$ cat config.mk
export PLATFORM = sky130hd
export DESIGN_NAME = term_rx_ctrl
export DESIGN_NICKNAME = d
export VERILOG_FILES = /design/src/rtl/term_rx_pkg.sv /design/src/rtl/term_rx_sync.sv /design/src/rtl/term_rx_deser.sv /design/src/rtl/term_rx_flags.sv /design/src/rtl/term_rx_ctrl.sv
export SDC_FILE = /design/constraint.sdc
export NUM_CORES = 1
export LEC_CHECK = 0
export ABC_CLOCK_PERIOD_IN_PS = 2800
export BUFFER_PORTS_ARGS = -buffer_cell sky130_fd_sc_hd__buf_2
export CAP_MARGIN = 20
export CORE_ASPECT_RATIO = 0.6
export CORE_MARGIN = 4
export CORE_UTILIZATION = 55
export CTS_CLUSTER_SIZE = 12
export DETAILED_ROUTE_END_ITERATION = 8
export GPL_ROUTABILITY_DRIVEN = 0
export PLACE_DENSITY = 0.78
export SLEW_MARGIN = 20
export SYNTH_ARGS = -nofsm -noshare
export SYNTH_HDL_FRONTEND = slang
export SYNTH_SLANG_ARGS = --single-unit
$ cat constraint.sdc
create_clock -name clk -period 2.8 [get_ports clk]
set_clock_uncertainty 0.15 [all_clocks]
set_input_delay 0 -clock clk [delete_from_list [all_inputs] [get_ports clk]]
set_output_delay 0 -clock clk [all_outputs]
set_load 0.01 [all_outputs]
$ cat src/rtl/term_rx_pkg.sv
`timescale 1ns/1ps
package term_rx_pkg;

  typedef enum logic [1:0] {
    CTL_NONE  = 2'b00,
    CTL_START = 2'b01,
    CTL_CLEAR = 2'b10,
    CTL_PULSE = 2'b11
  } ctl_e;

  typedef struct packed {
    logic busy;
    logic done;
  } flags_t;

  typedef enum logic [1:0] {
    RX_IDLE  = 2'd0,
    RX_START = 2'd1,
    RX_DATA  = 2'd2,
    RX_STOP  = 2'd3
  } rx_state_e;

  // Flag update: frame completion first, then a command overrides it.
  function automatic flags_t flags_next(flags_t cur, logic cmd_v, ctl_e ctl,
                                        logic byte_ok);
    flags_t nxt;
    nxt = cur;
    if (byte_ok && cur.busy) begin
      nxt.busy = 1'b0;
      nxt.done = 1'b1;
    end
    if (cmd_v) begin
      unique case (ctl)
        CTL_START: begin nxt.busy = 1'b1; nxt.done = 1'b0; end
        CTL_CLEAR: begin nxt.busy = 1'b0; nxt.done = 1'b0; end
        default:   nxt = nxt;
      endcase
    end
    return nxt;
  endfunction

  // Character to bus word: upper bits forced to zero.
  function automatic logic [15:0] zext_byte(logic [7:0] b);
    return {8'h00, b};
  endfunction

  // Insert a sampled bit at the top; after 8 shifts the first bit is bit 0.
  function automatic logic [7:0] shift_lsb_first(logic [7:0] sr, logic bit_in);
    return {bit_in, sr[7:1]};
  endfunction

endpackage

$ cat src/rtl/term_rx_sync.sv
`timescale 1ns/1ps
module term_rx_sync #(
  parameter int STAGES = 2
) (
  input  logic clk,
  input  logic rst_n,
  input  logic d_i,
  output logic q_o
);
  logic [STAGES-1:0] chain_q;

  generate
    for (genvar g = 0; g < STAGES; g++) begin : g_stage
      if (g == 0) begin : g_first
        always_ff @(posedge clk or negedge rst_n) begin
          if (!rst_n) chain_q[0] <= 1'b1;
          else        chain_q[0] <= d_i;
        end
      end else begin : g_rest
        always_ff @(posedge clk or negedge rst_n) begin
          if (!rst_n) chain_q[g] <= 1'b1;
          else        chain_q[g] <= chain_q[g-1];
        end
      end
    end
  endgenerate

  assign q_o = chain_q[STAGES-1];
endmodule

$ cat src/rtl/term_rx_deser.sv
`timescale 1ns/1ps
module term_rx_deser
  import term_rx_pkg::*;
#(
  parameter int CLKS_PER_BIT = 16,
  parameter int DATA_BITS    = 8
) (
  input  logic                 clk,
  input  logic                 rst_n,
  input  logic                 rx_s_i,
  output logic                 frame_ok_o,
  output logic                 frame_err_o,
  output logic [DATA_BITS-1:0] frame_byte_o
);
  localparam int CW = (CLKS_PER_BIT > 2) ? $clog2(CLKS_PER_BIT) : 1;
  localparam int BW = (DATA_BITS > 2) ? $clog2(DATA_BITS) : 1;
  localparam logic [CW-1:0] FULL_M1 = CW'(CLKS_PER_BIT - 1);
  localparam logic [CW-1:0] HALF_M1 = CW'(CLKS_PER_BIT / 2 - 1);
  localparam logic [BW-1:0] LAST_BIT = BW'(DATA_BITS - 1);

  rx_state_e            state_q;
  logic [CW-1:0]        cnt_q;
  logic [BW-1:0]        bit_q;
  logic [DATA_BITS-1:0] sr_q;
  logic                 prev_q;
  logic                 tick;
  logic                 fall_edge;

  assign tick      = (cnt_q == '0);
  assign fall_edge = prev_q & ~rx_s_i;

  always_ff @(posedge clk or negedge rst_n) begin
    if (!rst_n) begin
      state_q     <= RX_IDLE;
      cnt_q       <= '0;
      bit_q       <= '0;
      sr_q        <= '0;
      prev_q      <= 1'b1;
      frame_ok_o  <= 1'b0;
      frame_err_o <= 1'b0;
    end else begin
      prev_q      <= rx_s_i;
      frame_ok_o  <= 1'b0;
      frame_err_o <= 1'b0;
      if (!tick) cnt_q <= cnt_q - 1'b1;
      unique case (state_q)
        RX_IDLE: begin
          if (fall_edge) begin
            state_q <= RX_START;
            cnt_q   <= HALF_M1;
          end
        end
        RX_START: begin
          if (tick) begin
            if (!rx_s_i) begin
              state_q <= RX_DATA;
              cnt_q   <= FULL_M1;
              bit_q   <= '0;
            end else begin
              state_q <= RX_IDLE;
            end
          end
        end
        RX_DATA: begin
          if (tick) begin
            sr_q  <= shift_lsb_first(sr_q, rx_s_i);
            cnt_q <= FULL_M1;
            if (bit_q == LAST_BIT) state_q <= RX_STOP;
            else                   bit_q   <= bit_q + 1'b1;
          end
        end
        RX_STOP: begin
          if (tick) begin
            state_q     <= RX_IDLE;
            frame_ok_o  <= rx_s_i;
            frame_err_o <= ~rx_s_i;
          end
        end
        default: state_q <= RX_IDLE;
      endcase
    end
  end

  assign frame_byte_o = sr_q;
endmodule

$ cat src/rtl/term_rx_flags.sv
`timescale 1ns/1ps
module term_rx_flags
  import term_rx_pkg::*;
(
  input  logic       clk,
  input  logic       rst_n,
  input  logic       cmd_valid_i,
  input  logic [1:0] cmd_ctl_i,
  input  logic       frame_ok_i,
  input  logic [7:0] frame_byte_i,
  output logic       busy_o,
  output logic       done_o,
  output logic [7:0] hold_o
);
  flags_t flags_q, flags_d;
  logic   accept;

  assign accept  = frame_ok_i & flags_q.busy;
  assign flags_d = flags_next(flags_q, cmd_valid_i, ctl_e'(cmd_ctl_i), frame_ok_i);

  always_ff @(posedge clk or negedge rst_n) begin
    if (!rst_n) begin
      flags_q <= '0;
      hold_o  <= '0;
    end else begin
      flags_q <= flags_d;
      if (accept) hold_o <= frame_byte_i;
    end
  end

  assign busy_o = flags_q.busy;
  assign done_o = flags_q.done;
endmodule

$ cat src/rtl/term_rx_ctrl.sv
`timescale 1ns/1ps
module term_rx_ctrl
  import term_rx_pkg::*;
#(
  parameter int CLKS_PER_BIT = 16,
  parameter int SYNC_STAGES  = 2
) (
  input  logic        clk,
  input  logic        rst_n,
  input  logic        rx_i,
  input  logic        cmd_valid_i,
  input  logic        cmd_xfer_i,
  input  logic [1:0]  cmd_ctl_i,
  output logic [15:0] rd_data_o,
  output logic        busy_o,
  output logic        done_o,
  output logic        irq_o
);
  logic       rx_s;
  logic       frame_ok;
  logic       frame_err;
  logic [7:0] frame_byte;
  logic [7:0] hold_byte;
  logic       rd_strobe;

  term_rx_sync #(.STAGES(SYNC_STAGES)) u_sync (
    .clk(clk), .rst_n(rst_n), .d_i(rx_i), .q_o(rx_s)
  );

  term_rx_deser #(.CLKS_PER_BIT(CLKS_PER_BIT), .DATA_BITS(8)) u_deser (
    .clk(clk), .rst_n(rst_n), .rx_s_i(rx_s),
    .frame_ok_o(frame_ok), .frame_err_o(frame_err), .frame_byte_o(frame_byte)
  );

  term_rx_flags u_flags (
    .clk(clk), .rst_n(rst_n),
    .cmd_valid_i(cmd_valid_i), .cmd_ctl_i(cmd_ctl_i),
    .frame_ok_i(frame_ok), .frame_byte_i(frame_byte),
    .busy_o(busy_o), .done_o(done_o), .hold_o(hold_byte)
  );

  assign rd_strobe = cmd_valid_i & cmd_xfer_i;
  assign rd_data_o = rd_strobe ? zext_byte(hold_byte) : 16'h0000;
  assign irq_o     = done_o;
endmodule

# [Word-level counts from Yosys, hierarchy flattened]
# Index checks and enable logic that the tools add are counted.
[word_totals] wordCells=61 output_inout_bits=19 input_bits=7 regBits=31
[op_classes] n_bitwise=4 add_sub_neg=2 eq_ne=13 n_mux=24 n_reduce_logical=7
[ops] cell="$mux 4" n=5
[ops] cell="$mux 2" n=8
[ops] cell="$mux 3" n=4
[ops] cell="$pmux 4 s3" n=1
[ops] cell="$ne 2x1->1 const B" n=5
[ops] cell="$reduce_and 5->1" n=2
[ops] cell="$mux 8" n=1
[ops] cell="$pmux 2 s4" n=1
[ops] cell="$eq 2x2->1 const B" n=3
[ops] cell="$pmux 3 s2" n=1
[ops] cell="$eq 2x1->1 const B" n=2
[ops] cell="$logic_not 4->1" n=1
[ops] cell="$ne 2x2->1 const B" n=2
[ops] cell="$pmux 2 s2" n=1
[ops] cell="$sub 4x1->4 const B" n=1
[ops] cell="$add 3x1->3 const B" n=1
[ops] cell="$and 1x1->1" n=3
[ops] cell="$eq 3x3->1 const B" n=1
[ops] cell="$logic_not 2->1" n=1
[ops] cell="$mux 1" n=2
[ops] cell="$reduce_and 2->1" n=1
[ops] cell="$reduce_bool 2->1" n=1
[ops] cell="$logic_and 1x1->1" n=1
[ops] cell="$not 1->1" n=1

# [Logic depth before layout (Yosys ltp)]
# Gate-level depths: netlist of the first run.
[depth] ltp_word=5 mapped_depth=8 mapped_depth_nobuf=8

# [Hierarchy]
# Synthesis of the first run repeated with hierarchy kept, for this count alone.
[hier_totals] cells_unflattened=132 area_unflattened_um2=1555.2
[by_module_without_submodules] module="term_rx_deser" seq_area_each_um2=501.7 area_each_um2=980.9 n_inst=1 cells_per_inst=86
[by_module_without_submodules] module="term_rx_flags" seq_area_each_um2=250.2 area_each_um2=400.4 n_inst=1 cells_per_inst=26
[by_module_without_submodules] module="term_rx_ctrl" seq_area_each_um2=0.0 area_each_um2=121.4 n_inst=1 cells_per_inst=18
[by_module_without_submodules] module="term_rx_sync" seq_area_each_um2=52.6 area_each_um2=52.6 n_inst=1 cells_per_inst=2

# [Least setup slack after synthesis of the first run]
# OpenSTA, ideal clock, no wires.
[synth_timing] path_type="reg2reg" from="register u_deser.cnt_q[0]" to="register u_deser.cnt_q[0]" path_stages_with_launch=8 setup_ns=0.120 slack_ns=0.543 arrival_ns=1.986 n_path_buf=0 synth_period_minus_slack_ns=2.257 t_required_ns=2.530 cell_sequence="dfrtp_1 > inv_1 > ha_1 > nor3b_4 > inv_2 > ha_1 > or4_1 > o211a_1"
[synth_between] elab_chain_cells=5 word_cells_on_any_way=8 classes_between="add/sub (1); mux (6); reduce/logical (1)"
[synth_rtl] element="start: declaration" line="term_rx_deser.sv:22" rtl="logic [CW-1:0] cnt_q;"
[synth_rtl] element="start signal: assignment" line="term_rx_deser.sv:45" rtl="if (!tick) cnt_q <= cnt_q - 1'b1;"
[synth_rtl] element="$sub 4x1->4 / $logic_not 4->1 (equally long branches)" line="term_rx_deser.sv:45, term_rx_deser.sv:29"
[synth_rtl] element="$mux 4" line="term_rx_deser.sv:45"
[synth_rtl] element="$mux 4" line="term_rx_deser.sv:55" rtl="if (!rx_s_i) begin"
[synth_rtl] element="$mux 4" line="term_rx_deser.sv:54" rtl="if (tick) begin"
[synth_rtl] element="$pmux 4 s3 *" line="term_rx_deser.sv:46" rtl="unique case (state_q)"
# Every way passes the cells marked *; elsewhere a longest branch is shown, timed or not.
# A chain may end at the register's enable or synchronous reset.

# [Worst setup path in the final report of the first run]
# Ends and elaborated chain as after synthesis.

==> run summary, run 1 <==
slew margin rel.: 55.9%
setup TNS: 0 ns
CP max FO: 8
gr ovfl total: 0
most common cell after layout, fill and taps aside: dfrtp_1
main combinational cell family by area after synthesis: simple AND/OR/NAND/NOR gates
All-Layer GR Usage: 17.1%
sw frac: 30.9%
fraction of layout cells with a size suffix above 1: 31.8%
drt drc: 0
Final nets: 168
initial antenna violation count: 0
CTS tree: built
Max-cap violations: 0
FF-to-FF End: u_deser.cnt_q[0]
sequential share of power: 43.4%
sequential element share of the synthesized area: 49.9%
WP data arrival: 2.26 ns
io pins: 26
critical path capture point: u_deser.cnt_q[0]
htree depth: 2
XOR/XNOR Fraction of Synth Area: 0.560%
most frequent cells in the layout: dfrtp_1, mux2_2, buf_2, and3_1, conb_1
startpoint types: flip-flop
type of the worst setup path: flip-flop to flip-flop
pre-CTS setup slack: 0.581 ns
minimum clock period: 2.24 ns
pins over their slew limit: 0
Crit path required time: 2.82 ns
multi-input logic area: 696 um^2
area of the core: 2610 um^2
RSZ-0062 raised after global routing: false
Post-CTS Setup Bufs: 0
Reg2Reg Launch Point: u_deser.cnt_q[0]
flops & latches, synth: 31
Avg Cell Area, Syn: 11.7 um^2
Synth Flop Type: dfrtp_1
mapped cell area: 1560 um^2
Initial DRC Count: 129
Comb pwr share: 25.8%
total wire length: 2870 um
largest net degree at the start of global routing: 32
DR WL/cell: 15.2 um
Initial Utilization: 59.9%
mux cell area share after synthesis: 13.6%
post-layout util: 68.6%
Non-Filler Instances: 189
post-CTS resize count: 0
IO Port Bufs: 17
Clock Latency Late Sink: 0.28 ns
placed insts: 177
Clock Sinks: 31
Post-Synth Adder-Cell Area: 4.00%
die area: 3790 um^2
Pint: 0.00101 W
f_max: 446 MHz
fin crit share: 80.1%
power per cell area: 813 nW/um^2
vias per inst: 5.57
final setup margin: 0.557 ns
global-route wire length before repair: 4970 um
# diodes: 0
clock power share: 30.8%
vias: 1052
post-synthesis compound-gate area fraction: 9.77%
clk root buf: clkbuf_8
Final setup viols: 0
final hold viol count: 0
Area Growth Syn to Fin: 14.7%
clock buffer count from CTS: 5
register area: 779 um^2
async set-reset flop share out of synthesis: 100%
Mapped Cells: 134
Register-to-Register Path Depth: 7
first drt pass iteration count: 4
vias in the first global route: 1035
Lkg Pwr: 0.935 nW
R2R Setup Slk: 0.56 ns
Max clock buf depth: 2
worst hold path class: input port to asynchronous set/reset pin
status: complete, no violations
Critical Path End Type: flip-flop
std cell rows: 14
Post-synth EDFFs: 0
Die Width: 76.8 um
Post-CTS Hold Fix Bufs: 4
Yosys warnings: 0
library cells used by synthesis: 43
die span in y: 49.3 um
VDD IR max: 0.398 mV
filler cell count: 181
Synth Area in Simple Gates: 14.7%
post-route ant nets: 0
crit path launch: u_deser.cnt_q[0]
worst slew pin tran: 0.661 ns
Detail Placement HPWL: 2100 um
Clock transition at path regs: 0.07 ns
Sw Pwr: 0.000450 W
[metal layers]
layer  global-route usage, %  share of wire (%)
met1                    23.6                 48
met4                    5.72               0.73
met5                       0                  0
met3                    6.46                6.0
met2                    24.6                 45
[power by group through the flow]
stage	sequential, W	combinational (W)	clock (W)
after floorplan	0.000566	0.000358	0
after global placement	0.000627	0.000349	0
after detailed placement	0.000634	0.000370	0
after CTS	0.000628	0.000376	0.000457
after global routing	0.000645	0.000426	0.000476
final	0.000632	0.000376	0.000448
[cell type report]
class	count	area share (%)
multi-input combinational	89	38.8
tap	32	2.23
clock inverter	2	1.96
sequential	31	43.5
inverter	7	1.47
timing repair buffer	22	7.40
clock buffer	6	4.61
[Yosys cell counts (2+ instances only)]
library cell	n	area share [%]
a21oi_1	2	0.64
a22o_1	3	1.7
and3_1	8	3.2
buf_4	9	4.3
clkbuf_1	3	0.72
dfrtp_1	28	45
dfstp_2	3	5.0
ha_1	5	4.0
inv_1	6	1.4
mux2_2	18	13
nand2_1	5	1.2
nand2b_1	3	1.2
nor2_1	3	0.72
nor2b_1	5	2.0
nor3b_1	3	1.4
o21ai_0	2	0.64
or4_1	2	0.96
[how the worst min path moves through the flow]
stage | start | to | slack (ns) | cells after the start
after global routing | cmd_ctl_i[0] | u_flags.done_o | 0.18 | 4
after global placement | rst_n | u_deser.frame_byte_o[3] | -0.09 | 1
after detailed placement | rst_n | u_flags.hold_o[4] | -0.08 | 1
after CTS | rst_n | u_flags.hold_o[4] | 0.15 | 2
final | rst_n | u_deser.frame_byte_o[3] | 0.14 | 2
after floorplan | rst_n | asynchronous set/reset pin | -0.45 | 0
[metrics by stage]
step | power (W) | area [um^2] | hold WS [ns]
final | 0.00146 | 1790 | 0.140
after detailed placement | 0.00100 | 1630 | -0.0834
after CTS | 0.00146 | 1790 | 0.150
after floorplan | 0.000924 | 1590 | -0.446
after global placement | 0.000976 | 1630 | -0.0908
after global routing | 0.00155 | 1790 | 0.184
[cells by family after synthesis]
logic type,count (synthesis)
flip-flops,31
buffers and inverters,21
XOR/XNOR,1
other,1
adder cells (fa/ha/maj),5
multiplexers,19
AND/OR/NAND/NOR,36
AO/OA/AOI/OAI,20
[registers in the layout (all words and copies together), names as in the netlist, named ones only]
| name | cells |
|---|---|
| u_deser.prev_q | 1 |
| u_flags.busy_o | 1 |
| u_deser.state_q | 1 |
| u_flags.done_o | 1 |
| u_deser.frame_byte_o | 8 |
| u_deser.bit_q | 3 |
| u_sync.chain_q | 1 |
| u_deser.frame_ok_o | 1 |
| u_deser.cnt_q | 4 |
| u_flags.hold_o | 8 |
| u_sync.q_o | 1 |
[critical path, cell delays in order (launching register included)]
cell and delay (ns):
dfrtp_1 0.43, inv_1 0.08, ha_1 0.27, nor3b_4 0.24
inv_2 0.07, ha_1 0.30, or4_1 0.47, o211a_1 0.12
(Power assumes the default switching activity.)
==> inputs of run 2 (changes only) <==
ABC_AREA = 1   (was default)
ABC_CLOCK_PERIOD_IN_PS = 2300   (was 2800)
clock period = 2.3 ns   (was 2.8 ns; I/O delays follow)
==> run 2 against run 1 <==
Effect of this change: count of clock-buffer cells in the layout is 2 higher; routed wire length is 0.35% lower; via count up 15%; maximum frequency increased by 22%; critical path type unchanged; global-route usage is 0.65 points lower; flip-flop and latch count did not move; sequential power rose by 11%; synthesized cell count increased by 43%; worst hold slack worse by 0.097 ns; area after synthesis is 1.7% higher.
==> run summary, run 2 <==
cell taking the most area after synthesis: dfrtp_1
Final setup viols: 0
htree depth: 2
placed insts: 236
post-CTS resize count: 0
filler cell count: 209
final hold viol count: 0
Critical Path End Type: flip-flop
Crit path required time: 2.30 ns
post-route ant nets: 0
CP max FO: 6
IO Port Bufs: 17
register area: 779 um^2
io pins: 26
f_max: 542 MHz
Non-Filler Instances: 248
status: complete, no violations
fin crit share: 80.2%
dominant cells by area after synthesis: dfrtp_1, nand2_1, inv_1
power per cell area: 933 nW/um^2
Area Growth Syn to Fin: 13.1%
gr ovfl total: 0
drt drc: 0
fraction of layout cells with a size suffix above 1: 19.0%
flops & latches, synth: 31
Clock Sinks: 31
CTS tree: built
area of the core: 2630 um^2
library cells used by synthesis: 26
initial antenna violation count: 0
most frequent cell after synthesis: nand2_1
most common cell after layout, fill and taps aside: nand2_1
Lkg Pwr: 0.939 nW
GRT Max-Usage Layer: met1
vias per inst: 4.88
std cell rows: 14
vias in the first global route: 1001
RSZ-0062 raised after global routing: false
Initial DRC Count: 90
sequential element share of the synthesized area: 49.1%
worst hold path class: input port to flip-flop
worst slew pin tran: 0.678 ns
Clock Latency Late Sink: 0.27 ns
clock buffer count from CTS: 5
slew margin rel.: 54.8%
die span in y: 49.6 um
Avg Cell Area, Syn: 8.32 um^2
multi-input logic area: 644 um^2
largest net degree at the start of global routing: 32
Detail Placement HPWL: 2100 um
mapped cell area: 1590 um^2
Die Width: 77.4 um
setup TNS: 0 ns
Final Cell Area: 1800 um^2
Post-CTS Setup Bufs: 0
vias: 1211
Mapped Cells: 191
routing usage on met2: 22.1%
pins over their slew limit: 0
Final nets: 227
VDD IR max: 0.670 mV
DR WL/cell: 11.5 um
# diodes: 0
total power: 0.00168 W
Synth Flop Type: dfrtp_1
Post-CTS Hold Fix Bufs: 4
WP data arrival: 1.85 ns
Max clock buf depth: 2
total wire length: 2860 um
die area: 3840 um^2
clk root buf: clkbuf_8
Initial Utilization: 60.5%
most frequent cells in the layout: nand2_1, inv_1, dfrtp_1, nor2_1, buf_2
top cells by count, synth: nand2_1, dfrtp_1, inv_1
type of the worst setup path: flip-flop to flip-flop
All-Layer GR Usage: 16.4%
Post-synth EDFFs: 0
Max-cap violations: 0
global-route wire length before repair: 4860 um
met3 GRT Util: 5.82%
Yosys warnings: 0
top cell type's share of synthesized area: 44.1%
GR met1 Demand/Resource: 23.9%
startpoint types: flip-flop
first drt pass iteration count: 4
DP Area: 1660 um^2
minimum clock period: 1.84 ns
async set-reset flop share out of synthesis: 100%
Clock transition at path regs: 0.07 ns
run 2: changes by cell type in the layout (fill, tap and decap cells not counted), moves of 8 or more:
cell and delta:
nand2_1 +45, inv_1 +22, mux2_2 -18, nor2_1 +17, nand3_1 +9, and3_1 -8, o21ai_2 +8
run 2: where the power goes:
group | total [W] | switching [W] | internal [W]
clock network | 0.000457 | 0.000184 | 0.000273
registers | 0.000701 | 0.0000786 | 0.000622
logic | 0.000520 | 0.000327 | 0.000193
total | 0.00168 | 0.000590 | 0.00109
run 2: worst paths after layout:
kind / from / to / slack [ns] / depth (start not counted)
worst max-delay path: u_deser.cnt_q[0] / u_deser.cnt_q[0] / 0.46 / 8
worst min-delay path: cmd_ctl_i[0] / u_flags.busy_o / 0.04 / 6
worst max register to register: u_deser.cnt_q[0] / u_deser.cnt_q[0] / 0.46 / 8
worst min register to register: u_sync.chain_q[0] / u_sync.q_o / 0.21 / 0
max in group asynchronous: rst_n / u_flags.hold_o[4] / 1.41 / 2
min in group asynchronous: rst_n / u_deser.bit_q[2] / 0.15 / 2
run 2: final cells by class:
cell class | count | share of cell area [%]
Inverter | 29 | 6.05
Sequential cell | 31 | 43.4
Multi-Input combinational cell | 127 | 35.8
Clock buffer | 8 | 5.57
Timing Repair Buffer | 21 | 6.96
Tap cell | 32 | 2.23
run 2: cell families after synthesis:
logic type | Yosys count | synth area share, %
other cells | 1 | 0.236
xor+xnor | 1 | 0.551
simple gates | 92 | 25.5
fa+ha+maj | 5 | 3.94
flops | 31 | 49.1
compound gates | 21 | 8.66
buf+inv | 40 | 12.0
run 2: routing by layer:
layer / routed length [um] / vias to the layer above
met5: 0 / -
met4: 29 / 0
met3: 198 / 4
met2: 1170 / 37
met1: 1470 / 549
li1: - / 621
run 2: per-stage QoR:
| step | setup WS [ns] | utilization [%] | hold WS, ns |
|---|---|---|---|
| 2_1_floorplan | 0.634 | - | -0.446 |
| 3_3_place_gp | 0.560 | 63.1 | -0.0815 |
| 3_5_place_dp | 0.477 | 63.1 | -0.0698 |
| 4_1_cts | 0.470 | 68.4 | 0.0363 |
| 5_1_grt | 0.357 | 68.4 | 0.0788 |
| 6_report | 0.456 | 68.4 | 0.0429 |
run 2: critical path: stages (launching register included):
cell	delay (ns)
dfrtp_1	0.42
inv_1	0.12
ha_1	0.25
nand2_1	0.18
ha_1	0.33
nor2_1	0.10
nand2_1	0.06
nand2_1	0.07
nand3_1	0.06
